<file path="src/rtl/ddrb_pkg.sv">
package ddrb_pkg;
  typedef enum logic [1:0] {
    CMD_NOP = 2'd0,
    CMD_WR  = 2'd1,
    CMD_RD  = 2'd2
  } cmd_e;
endpackage

</file>
<file path="src/rtl/ddrb_cmd_pipe.sv">
module ddrb_cmd_pipe
  import ddrb_pkg::*;
#(
  parameter int AW = 6
) (
  input  logic          clk,
  input  logic          rst_n,
  input  logic          ld_n,
  input  logic          rw,
  input  logic [AW-1:0] addr,
  output logic          phase,
  output cmd_e          s1_kind,
  output logic [AW-1:0] s1_addr,
  output cmd_e          s2_kind,
  output logic [AW-1:0] s2_addr
);
  // two command stages, each advanced once per external cycle
  always_ff @(posedge clk) begin
    if (!rst_n) begin
      phase   <= 1'b0;
      s1_kind <= CMD_NOP;
      s1_addr <= '0;
      s2_kind <= CMD_NOP;
      s2_addr <= '0;
    end else begin
      phase <= ~phase;
      if (!phase) begin
        s1_kind <= ld_n ? CMD_NOP : (rw ? CMD_RD : CMD_WR);
        s1_addr <= addr;
        s2_kind <= s1_kind;
        s2_addr <= s1_addr;
      end
    end
  end


  phase_rise_chk: assert property (@(posedge clk) disable iff (!rst_n) !phase |=> phase);

  phase_fall_chk: assert property (@(posedge clk) disable iff (!rst_n) phase |=> !phase);

  cmd_hold_chk: assert property (@(posedge clk) disable iff (!rst_n)
    phase |=> ($stable(s2_kind) && $stable(s2_addr)));
endmodule

</file>
<file path="src/rtl/ddrb_wbuf.sv">
module ddrb_wbuf
  import ddrb_pkg::*;
#(
  parameter int AW = 6,
  parameter int NB = 2,
  parameter int BW = 8
) (
  input  logic             clk,
  input  logic             rst_n,
  input  logic             phase,
  input  cmd_e             s1_kind,
  input  logic [AW-1:0]    s1_addr,
  input  cmd_e             s2_kind,
  input  logic [AW-1:0]    s2_addr,
  input  logic [NB*BW-1:0] wdata,
  input  logic [NB-1:0]    bwe_n,
  input  logic [AW-1:0]    rd_addr,
  input  logic [NB*BW-1:0] mem_q,
  output logic [NB*BW-1:0] fwd_q,
  output logic             cm_en,
  output logic [AW-2:0]    cm_base,
  output logic [NB*BW-1:0] cm_data0,
  output logic [NB*BW-1:0] cm_data1,
  output logic [NB-1:0]    cm_be0,
  output logic [NB-1:0]    cm_be1
);
  localparam int DW = NB * BW;
  localparam int PW = AW - 1;

  logic          pv;
  logic [PW-1:0] pbase;
  logic [DW-1:0] pd  [2];
  logic [NB-1:0] pbe [2];
  logic          w0, w1, loc0, loc1, hit, ridx;

  assign w0   = !phase && (s1_kind == CMD_WR);
  assign w1   = phase && (s2_kind == CMD_WR);
  assign loc0 = s1_addr[0];
  assign loc1 = ~s2_addr[0];

  always_ff @(posedge clk) begin
    if (!rst_n) begin
      pv    <= 1'b0;
      pbase <= '0;
      for (int i = 0; i < 2; i++) begin
        pd[i]  <= '0;
        pbe[i] <= '0;
      end
    end else begin
      if (w0) begin
        pv         <= 1'b1;
        pbase      <= s1_addr[AW-1:1];
        pd[loc0]   <= wdata;
        pbe[loc0]  <= ~bwe_n;
        pbe[~loc0] <= '0;
      end
      if (w1) begin
        pd[loc1]  <= wdata;
        pbe[loc1] <= ~bwe_n;
      end
    end
  end

  // the held burst moves to the array as the next write's first word lands
  assign cm_en    = w0 && pv;
  assign cm_base  = pbase;
  assign cm_data0 = pd[0];
  assign cm_data1 = pd[1];
  assign cm_be0   = pbe[0];
  assign cm_be1   = pbe[1];

  assign hit  = pv && (pbase == rd_addr[AW-1:1]);
  assign ridx = rd_addr[0];

  for (genvar b = 0; b < NB; b++) begin : g_fwd
    assign fwd_q[b*BW +: BW] = (hit && pbe[ridx][b]) ? pd[ridx][b*BW +: BW]
                                                      : mem_q[b*BW +: BW];
  end


  word_order_chk: assert property (@(posedge clk) disable iff (!rst_n) w1 |-> pv);

  pend_keep_chk: assert property (@(posedge clk) disable iff (!rst_n) pv |=> pv);
endmodule

</file>
<file path="src/rtl/ddrb_array.sv">
module ddrb_array #(
  parameter int AW = 6,
  parameter int NB = 2,
  parameter int BW = 8
) (
  input  logic             clk,
  input  logic             cm_en,
  input  logic [AW-2:0]    cm_base,
  input  logic [NB*BW-1:0] cm_data0,
  input  logic [NB*BW-1:0] cm_data1,
  input  logic [NB-1:0]    cm_be0,
  input  logic [NB-1:0]    cm_be1,
  input  logic [AW-1:0]    rd_addr,
  output logic [NB*BW-1:0] rd_q
);
  localparam int DW    = NB * BW;
  localparam int DEPTH = 1 << AW;

  logic [DW-1:0] mem [DEPTH];

  always_ff @(posedge clk) begin
    if (cm_en) begin
      for (int b = 0; b < NB; b++) begin
        if (cm_be0[b]) mem[{cm_base, 1'b0}][b*BW +: BW] <= cm_data0[b*BW +: BW];
        if (cm_be1[b]) mem[{cm_base, 1'b1}][b*BW +: BW] <= cm_data1[b*BW +: BW];
      end
    end
  end

  assign rd_q = mem[rd_addr];
endmodule

</file>
<file path="src/rtl/ddrb_port_engine.sv">
module ddrb_port_engine
  import ddrb_pkg::*;
#(
  parameter int AW = 6,
  parameter int NB = 2,
  parameter int BW = 8
) (
  input  logic             clk,
  input  logic             rst_n,
  input  logic             ld_n,
  input  logic             rw,
  input  logic [AW-1:0]    addr,
  input  logic [NB*BW-1:0] wdata,
  input  logic [NB-1:0]    bwe_n,
  output logic             kphase,
  output logic [NB*BW-1:0] rdata,
  output logic             rdata_oe,
  output logic             rvalid
);
  localparam int DW = NB * BW;

  logic          phase;
  cmd_e          s1_kind, s2_kind;
  logic [AW-1:0] s1_addr, s2_addr, rd_addr;
  logic [DW-1:0] mem_q, fwd_q, cm_data0, cm_data1;
  logic [AW-2:0] cm_base;
  logic [NB-1:0] cm_be0, cm_be1;
  logic          cm_en, rd_go;

  ddrb_cmd_pipe #(.AW(AW)) u_cmd (
    .clk(clk), .rst_n(rst_n), .ld_n(ld_n), .rw(rw), .addr(addr),
    .phase(phase), .s1_kind(s1_kind), .s1_addr(s1_addr),
    .s2_kind(s2_kind), .s2_addr(s2_addr)
  );

  ddrb_wbuf #(.AW(AW), .NB(NB), .BW(BW)) u_wbuf (
    .clk(clk), .rst_n(rst_n), .phase(phase),
    .s1_kind(s1_kind), .s1_addr(s1_addr), .s2_kind(s2_kind), .s2_addr(s2_addr),
    .wdata(wdata), .bwe_n(bwe_n), .rd_addr(rd_addr), .mem_q(mem_q), .fwd_q(fwd_q),
    .cm_en(cm_en), .cm_base(cm_base), .cm_data0(cm_data0), .cm_data1(cm_data1),
    .cm_be0(cm_be0), .cm_be1(cm_be1)
  );

  ddrb_array #(.AW(AW), .NB(NB), .BW(BW)) u_arr (
    .clk(clk), .cm_en(cm_en), .cm_base(cm_base), .cm_data0(cm_data0),
    .cm_data1(cm_data1), .cm_be0(cm_be0), .cm_be1(cm_be1),
    .rd_addr(rd_addr), .rd_q(mem_q)
  );

  // first word is fetched at the end of a second-half cycle, the partner at the end of the next
  assign rd_go   = (s2_kind == CMD_RD);
  assign rd_addr = {s2_addr[AW-1:1], s2_addr[0] ^ ~phase};

  always_ff @(posedge clk) begin
    if (!rst_n) begin
      rvalid <= 1'b0;
      rdata  <= '0;
    end else begin
      rvalid <= rd_go;
      rdata  <= rd_go ? fwd_q : '0;
    end
  end

  assign rdata_oe = rvalid;
  assign kphase   = phase;


  idle_zero_chk: assert property (@(posedge clk) disable iff (!rst_n)
    !rdata_oe |-> (rdata == '0));

  burst_tail_chk: assert property (@(posedge clk) disable iff (!rst_n)
    (rvalid && !phase) |=> rvalid);

  burst_head_chk: assert property (@(posedge clk) disable iff (!rst_n)
    (rvalid && phase) |-> $past(rvalid));
endmodule

</file>
<file path="config.mk">
export PLATFORM = sky130hd
export DESIGN_NAME = ddrb_port_engine
export DESIGN_NICKNAME = d
export VERILOG_FILES = /design/src/rtl/ddrb_pkg.sv /design/src/rtl/ddrb_cmd_pipe.sv /design/src/rtl/ddrb_wbuf.sv /design/src/rtl/ddrb_array.sv /design/src/rtl/ddrb_port_engine.sv
export SDC_FILE = /design/constraint.sdc
export NUM_CORES = 1
export LEC_CHECK = 0
export ABC_CLOCK_PERIOD_IN_PS = 2500
export CELL_PAD_IN_SITES_DETAIL_PLACEMENT = 0
export CELL_PAD_IN_SITES_GLOBAL_PLACEMENT = 1
export CORE_MARGIN = 2
export CORE_UTILIZATION = 50
export DETAILED_ROUTE_END_ITERATION = 8
export DONT_BUFFER_PORTS = 1
export PLACE_DENSITY = 0.81
export SLEW_MARGIN = 25
export SYNTH_ARGS = -nofsm -noshare
export SYNTH_HDL_FRONTEND = slang
export SYNTH_SLANG_ARGS = --single-unit
</file>
<file path="constraint.sdc">
create_clock -name clk -period 2.5 [get_ports clk]
set_input_delay 0.125 -clock clk [delete_from_list [all_inputs] [get_ports clk]]
set_output_delay 0.125 -clock clk [all_outputs]
set_load 0.02 [all_outputs]
</file>
==> impl_summary.txt, run 1 <==
----------------------------------------------------
[Cells and area]
  Synth-to-Final Area Change ... 22.1%
  Share of layout cells above drive strength 1 ... 0.330
  Count of non-filler cells in the finished layout ... 3,868
  Design Area, Final ... 51,800 um^2
  Number of fillers in the final layout ... 5,685
  Net total in the final layout ... 2,677

[GRT]
  Number of antenna violations at the first check in global routing ... 6
  All-Layer GR Usage ... 0.271
  Wire length of the first global-routing pass ... 168 mm
  Remaining Overflow, GRT ... 0
  Via count of the first global-routing pass ... 24,200
  Maximum number of pins on one net before global-route repair ... 45

[Setup path]
  CP endpoint kind ... register
  Peak per-stage delay on the critical path ... 0.53 ns
  Critical path class ... reg -> reg
  Type of origin of the critical path ... register
  Cell breakdown of the critical path ... xor2_4, buf_12, buf_16, mux4_2, a22oi_2, o221ai_2, a2111oi_4, buf_4, a221oi_2
  Max stage delay cell, worst path ... mux4_2
  Crit path required time ... 3.05 ns
  Critical path peak fanout ... 9
  Arrival time of the worst setup path ... 3.23 ns

[Floorplan]
  Std cell rows ... 106
  Die Width ... 295 um
  Chip Height ... 295 um
  Starting Density ... 0.507
  Area of the core ... 83,800 um^2
  Count of pins on the block boundary ... 47
  Total Die Area ... 87,300 um^2

[Status]
  Failing checks ... negative setup slack
  Outcome ... finished with violations

[Place]
  Final estimated routing congestion in global placement ... 0.887
  Cell area after placement ... 46,200 um^2
  Port Buffer Count ... 0
  Half-perimeter wire length after detailed placement ... 73.3 mm
  Instance count after placement with tap cells included ... 3,577

[Timing]
  Number of hold violations in the final report ... 0
  Clock period minus worst slack ... 2.68 ns
  Number of failing setup endpoints in the final timing report ... 12
  RSZ-0062 raised after global routing ... yes
  Share of the cycle needed by the critical path after routing ... 1.07
  Actual slew at the worst max-slew pin ... 0.864 ns
  Final max-slew violation count ... 0
  Maximum clock frequency ... 0.373 GHz
  Relative slew slack ... 0.424
  Final setup margin ... -0.180 ns
  Worst clock skew ... 0.0220 ns

[Clock network]
  Clock-pin transition on the worst setup and hold timing paths ... 0.06 ns
  Clock tree from TritonCTS ... yes
  Clock latency at the later pin of the worst-skew pair ... 0.68 ns
  Maximum count of clock buffers along a single path ... 3
  H-tree depth ... 3
  Number of clock sinks ... 1,100
  Clock root cell ... clkbuf_16
  Number of buffers added by the clock tree synthesis step ... 104

[Power]
  Total power divided by cell area ... 759 nW/um^2
  Worst voltage drop across the vdd grid ... 773 uV
  Reported leakage power ... 17.1 nW
  Overall Power ... 39.3 mW

[Route]
  DRT Pass-1 Iters ... 5
  Remaining DRCs ... 0
  Via-per-instance ratio ... 6.29
  Total number of vias ... 24,300
  Wire length per cell after detailed routing ... 30.6 um
  WL final ... 118 mm
  Post-DRT Antenna Nets ... 0
  Iter 0 DRT Violations ... 3,304

[Synthesis]
  Count of different cell masters after synthesis ... 44
  Post-synth EDFFs ... 1,056
  Synth Flop Type ... edfxtp_1
  Post-synthesis async set-or-reset flop share ... 0
  Cells after Synth ... 2,240
  Post-synthesis register bit count ... 1,100
  Post-synthesis cell area ... 42,500 um^2
  Leading cell types by total area after synthesis ... edfxtp_1 75%, mux4_2 10%, dfxtp_1 2.1%, mux2i_1 1.7%, nand2_1 1.7%
  Total number of yosys warnings ... 0
  Share of the synthesized area in the top cell type ... 0.747
  Largest area contributor in the netlist ... edfxtp_1
  Syn nets ... 2,268
  Post-synthesis sequential area ratio ... 0.767
  Post-Syn Area per Cell ... 19.0 um^2

[Hold path]
  Hold Crit Class ... in -> reg

[Run]
  Count of maximum capacitance violations ... 0

----------------------------------------------------
final timing paths:
check | from | end | slack (ns) | depth (start not counted)
worst max register to register | u_cmd.phase | rdata[8] | -0.18 | 9
worst min register to register | u_cmd.s1_addr[5] | u_wbuf.cm_base[4] | 0.49 | 2
worst min-delay path | rst_n | u_wbuf.pd[1][11] | 0.05 | 2
worst max-delay path | u_cmd.phase | rdata[8] | -0.18 | 9
cell families after synthesis:
logic type,count (synthesis),share of synthesized area
flip-flops,1100,0.767
XOR/XNOR,7,0.00162
AND/OR/NAND/NOR,487,0.0503
buffers and inverters,140,0.0169
AO/OA/AOI/OAI,224,0.0397
multiplexers,282,0.124
per-layer routing:
metal  vias up  wire length (um)  global-route usage
met1     12500             43900               0.372
met4         4              4250              0.0961
li1       9887                 -                   -
met5         -                21                   0
met3       258             13900              0.0699
met2      1661             56400               0.422
cell type report:
cell class | count | area [um^2] | share of cell area
multi-input cells | 1000 | 10000 | 0.193
repair buffers | 441 | 4360 | 0.0842
inverters | 2 | 7.51 | 0.000145
well taps | 1134 | 1420 | 0.0274
flip-flops and latches | 1100 | 32600 | 0.629
diodes | 2 | 5.00 | 0.0000965
clock inverters | 69 | 759 | 0.0146
clock buffers | 120 | 2660 | 0.0514
cells in the mapped netlist (20+ instances only):
library cell / instances
nor2b_1: 20
mux4_2: 194
nand3_1: 23
nand2_1: 188
dfxtp_1: 44
o22ai_1: 62
and2_1: 39
buf_4: 28
edfxtp_1: 1056
clkbuf_1: 85
mux2i_1: 73
nor2_1: 165
timing repair:
action | in CTS | in global routing
gates cloned | 9 | 5
buffers inserted | 20 | 48
resized for setup | 130 | 64
hold buffers | 29 | 0
setup endpoints to repair | 32 | 17
pin swaps | 39 | 35
hold endpoints to repair | 104 | 0
flip-flops by register name, summed over array words and instances (netlist names):
signal and cells:
u_wbuf.pbe 4, u_wbuf.pd 32, u_cmd.s2_addr 6, u_cmd.phase 1, rdata_oe 1, u_cmd.s1_addr 6
u_cmd.s2_kind 2, u_wbuf.pv 1, u_arr.mem 1024, rdata 16, u_cmd.s1_kind 2, u_wbuf.cm_base 5
where the power goes:
group / internal (mW) / leakage, nW / total [mW] / switching (mW)
Clock: 9.18 / 1.68 / 15.9 / 6.76
Sequential: 20.2 / 9.99 / 20.3 / 0.107
Combinational: 1.51 / 5.42 / 3.10 / 1.59
Total: 30.9 / 17.1 / 39.3 / 8.45
per-stage QoR:
step,hold WS [ns],setup TNS [ns],worst slack (ns),utilization
floorplan,0.291,0,0.0652,-
global placement,0.247,-4.85,-0.473,0.551
detailed placement,0.254,-5.51,-0.528,0.551
CTS,0.0526,-1.35,-0.127,0.608
global route,0.0365,-2.10,-0.227,0.618
finish,0.0472,-1.18,-0.180,0.619
worst max-delay path: cells and delay by family, from the launching register on:
kind,cells,cell delay [ns]
AOI/OAI and AO/OA,4,0.81
buffers and inverters,3,0.56
muxes,1,0.53
DFF,1,0.36
xor gates and xnor gates,1,0.26
cells in the final DEF, fill, tap and decap left out, drive strengths merged, types with 8 or more instances in the layout:
master,instances
and2,39
dlygate4sd3,29
a22oi,16
o22ai,62
clkbuf,125
mux2i,73
a311o,15
a2111oi,16
mux2,15
mux4,194
a221oi,15
o221ai,15
buf,406
dfxtp,44
and3,16
a31o,16
o22a,15
bufinv,15
edfxtp,1056
a21oi,8
nor2,166
nor2b,20
nand3,23
clkinv,46
a31oi,18
nand2,188
nor4,19
o211ai,15
Power figures use the tool's default switching activity.
==> run 2: changes to the inputs <==
==> constraint.sdc (replaced) <==
create_clock -name clk -period 2.5 [get_ports clk]
set_input_delay 0 -clock clk [delete_from_list [all_inputs] [get_ports clk]]
set_output_delay 0 -clock clk [all_outputs]
set_load 0.02 [all_outputs]
==> run 2 against run 1 <==
Against the previous run:
- the flow still finishes with violations (negative setup slack)
- via count shrank 0.30%
- die area is the same
- maximum frequency fell by 0.74%
==> impl_summary.txt, run 2 (synthesis gave the netlist of run 1 again) <==
----------------------------------------------------
[Clock network]
  Maximum count of clock buffers along a single path ... 3 (unchanged)
  H-tree depth ... 3 (unchanged)
  Number of buffers added by the clock tree synthesis step ... 104 (unchanged)
  Number of clock sinks ... 1,100 (unchanged)
  Clock root cell ... clkbuf_16 (unchanged)
  Clock latency at the later pin of the worst-skew pair ... 0.68 ns (about the same)
  Clock-pin transition on the worst setup and hold timing paths ... 0.06 ns (about the same)
  Clock tree from TritonCTS ... yes (unchanged)

[Cells and area]
  Register bank with the most flops ... u_arr.mem (unchanged)
  Most used cells in the layout excluding fill and tap cells ... 1,056 x edfxtp_1, 336 x buf_4, 194 x mux4_2, 187 x nand2_1, 155 x nor2_1 (unchanged)
  Most common cell after layout, fill and taps aside ... edfxtp_1 (unchanged)
  Synth-to-Final Area Change ... 22.1% (about the same)
  Net total in the final layout ... 2,678 (was 2,677)
  Count of non-filler cells in the finished layout ... 3,867 (was 3,868)
  Largest registers ... u_arr.mem (1024), u_wbuf.pd (32), rdata (16) (unchanged)
  Share of the core filled with cells ... 0.619 (about the same)
  Share of layout cells above drive strength 1 ... 0.330 (about the same)
  Diode count ... 0 (was 2)
  Largest register FFs ... 1,024 (unchanged)

[GRT]
  Wire length of the first global-routing pass ... 168 mm (about the same)
  Maximum number of pins on one net before global-route repair ... 45 (unchanged)
  Remaining Overflow, GRT ... 0 (unchanged)
  Via count of the first global-routing pass ... 24,200 (about the same)
  Number of antenna violations at the first check in global routing ... 6 (unchanged)
  All-Layer GR Usage ... 0.271 (about the same)

[Setup path]
  Crit path required time ... 3.05 ns (about the same)
  Arrival time of the worst setup path ... 3.25 ns (was 3.23 ns)
  Critical path class ... reg -> reg (unchanged)
  CP endpoint kind ... register (unchanged)
  Critical path peak fanout ... 9 (unchanged)
  Type of origin of the critical path ... register (unchanged)

[Floorplan]
  Area of the core ... 83,800 um^2 (unchanged)
  Std cell rows ... 106 (unchanged)
  Chip Height ... 295 um (unchanged)
  Die Width ... 295 um (unchanged)
  Total Die Area ... 87,300 um^2 (unchanged)
  Count of pins on the block boundary ... 47 (unchanged)
  Starting Density ... 0.507 (unchanged)

[Place]
  Instance count after placement with tap cells included ... 3,577 (unchanged)
  Port Buffer Count ... 0 (unchanged)
  Pre-CTS worst setup slack ... -0.528 ns (unchanged)
  Final estimated routing congestion in global placement ... 0.887 (unchanged)
  Half-perimeter wire length after detailed placement ... 73.3 mm (unchanged)

[Timing]
  Actual slew at the worst max-slew pin ... 0.845 ns (was 0.864 ns)
  Final setup margin ... -0.200 ns (was -0.180 ns)
  Clock period minus worst slack ... 2.70 ns (was 2.68 ns)
  Maximum clock frequency ... 0.370 GHz (was 0.373 GHz)
  Share of the cycle needed by the critical path after routing ... 1.08 (was 1.07)
  Worst clock skew ... 0.0211 ns (was 0.0220 ns)
  Number of failing setup endpoints in the final timing report ... 12 (unchanged)
  Number of hold violations in the final report ... 0 (unchanged)
  Worst Hold Slack ... 0.0575 ns (was 0.0472 ns)
  RSZ-0062 raised after global routing ... yes (unchanged)
  Final max-slew violation count ... 0 (unchanged)
  Relative slew slack ... 0.435 (was 0.424)

[Power]
  Overall Power ... 39.3 mW (about the same)
  Total power divided by cell area ... 759 nW/um^2 (about the same)
  Reported leakage power ... 17.1 nW (about the same)
  Worst voltage drop across the vdd grid ... 767 uV (was 773 uV)

[Route]
  DRT Pass-1 Iters ... 6 (was 5)
  Iter 0 DRT Violations ... 3,351 (was 3,304)
  Met2 WL ... 56.3 mm (was 56.4 mm)
  Highest metal used ... met5 (unchanged)
  Total number of vias ... 24,300 (about the same)
  Via-per-instance ratio ... 6.28 (was 6.29)
  WL final ... 118 mm (about the same)
  M1 WL ... 43.9 mm (about the same)
  Met3 Routed Length ... 13.9 mm (about the same)
  Remaining DRCs ... 0 (unchanged)
  Post-DRT Antenna Nets ... 0 (unchanged)
  Wire length per cell after detailed routing ... 30.6 um (about the same)

[Hold path]
  Hold Crit Class ... in -> reg (unchanged)

[Status]
  Outcome ... finished with violations (unchanged)
  Failing checks ... negative setup slack (unchanged)

[Run]
  Count of maximum capacitance violations ... 0 (unchanged)

----------------------------------------------------
==> run 2: cell count changes in the layout (fill, tap and decap cells not counted), sizes merged <==
cell         change
diode            -2
dlygate4sd3      +1
==> run 2: worst paths after layout <==
| kind | startpoint | endpoint | slack [ns] | cells past startpoint |
|---|---|---|---|---|
| max | u_cmd.phase | rdata[8] | -0.20 | 9 |
| min | addr[4] | u_cmd.s1_addr[4] | 0.06 | 3 |
| max reg2reg | u_cmd.phase | rdata[8] | -0.20 | 9 |
| min reg2reg | u_cmd.s1_addr[5] | u_wbuf.cm_base[4] | 0.50 | 2 |
==> run 2: timing repair <==
item	4_1_cts	5_1_grt
hold endpoints to repair	108	16
cloned	9	5
buffers inserted	20	48
resized for setup	130	64
hold buffers	29	1
endpoints found under the setup margin	32	17
pin swaps	39	35
==> run 2: final cells by class <==
class | count | area, um^2
fill | 5686 | 32000
timing repair buffer | 442 | 4370
clock inverter | 69 | 759
multi-input combinational | 1000 | 10000
inverter | 2 | 7.51
sequential | 1100 | 32600
clock buffer | 120 | 2660
tap | 1134 | 1420
==> run 2: critical path, cell delays in order, from the launching register on <==
cell       delay [ns]
dfxtp_4          0.36
xor2_4           0.26
buf_12           0.21
buf_16           0.19
mux4_2           0.53
a22oi_2          0.24
o221ai_2         0.17
a2111oi_4        0.38
buf_4            0.17
a221oi_2         0.05
==> run 2: layer usage <==
| layer | track usage | vias up |
|---|---|---|
| li1 | - | 9893 |
| met1 | 0.372 | 12500 |
| met2 | 0.422 | 1595 |
| met3 | 0.0699 | 263 |
| met4 | 0.0961 | 8 |
| met5 | 0 | - |
==> run 2: report_power, final <==
part	leakage, nW	internal, mW	total, mW	switching [mW]
Combinational	5.42	1.51	3.10	1.59
Clock	1.68	9.18	15.9	6.75
Sequential	9.99	20.2	20.3	0.107
==> run 2: stage by stage <==
stage,area (um^2),TNS [ns]
2_1_floorplan,42500,0
3_3_place_gp,46200,-4.85
3_5_place_dp,46200,-5.51
4_1_cts,50900,-1.35
5_1_grt,51800,-2.10
6_report,51800,-1.30
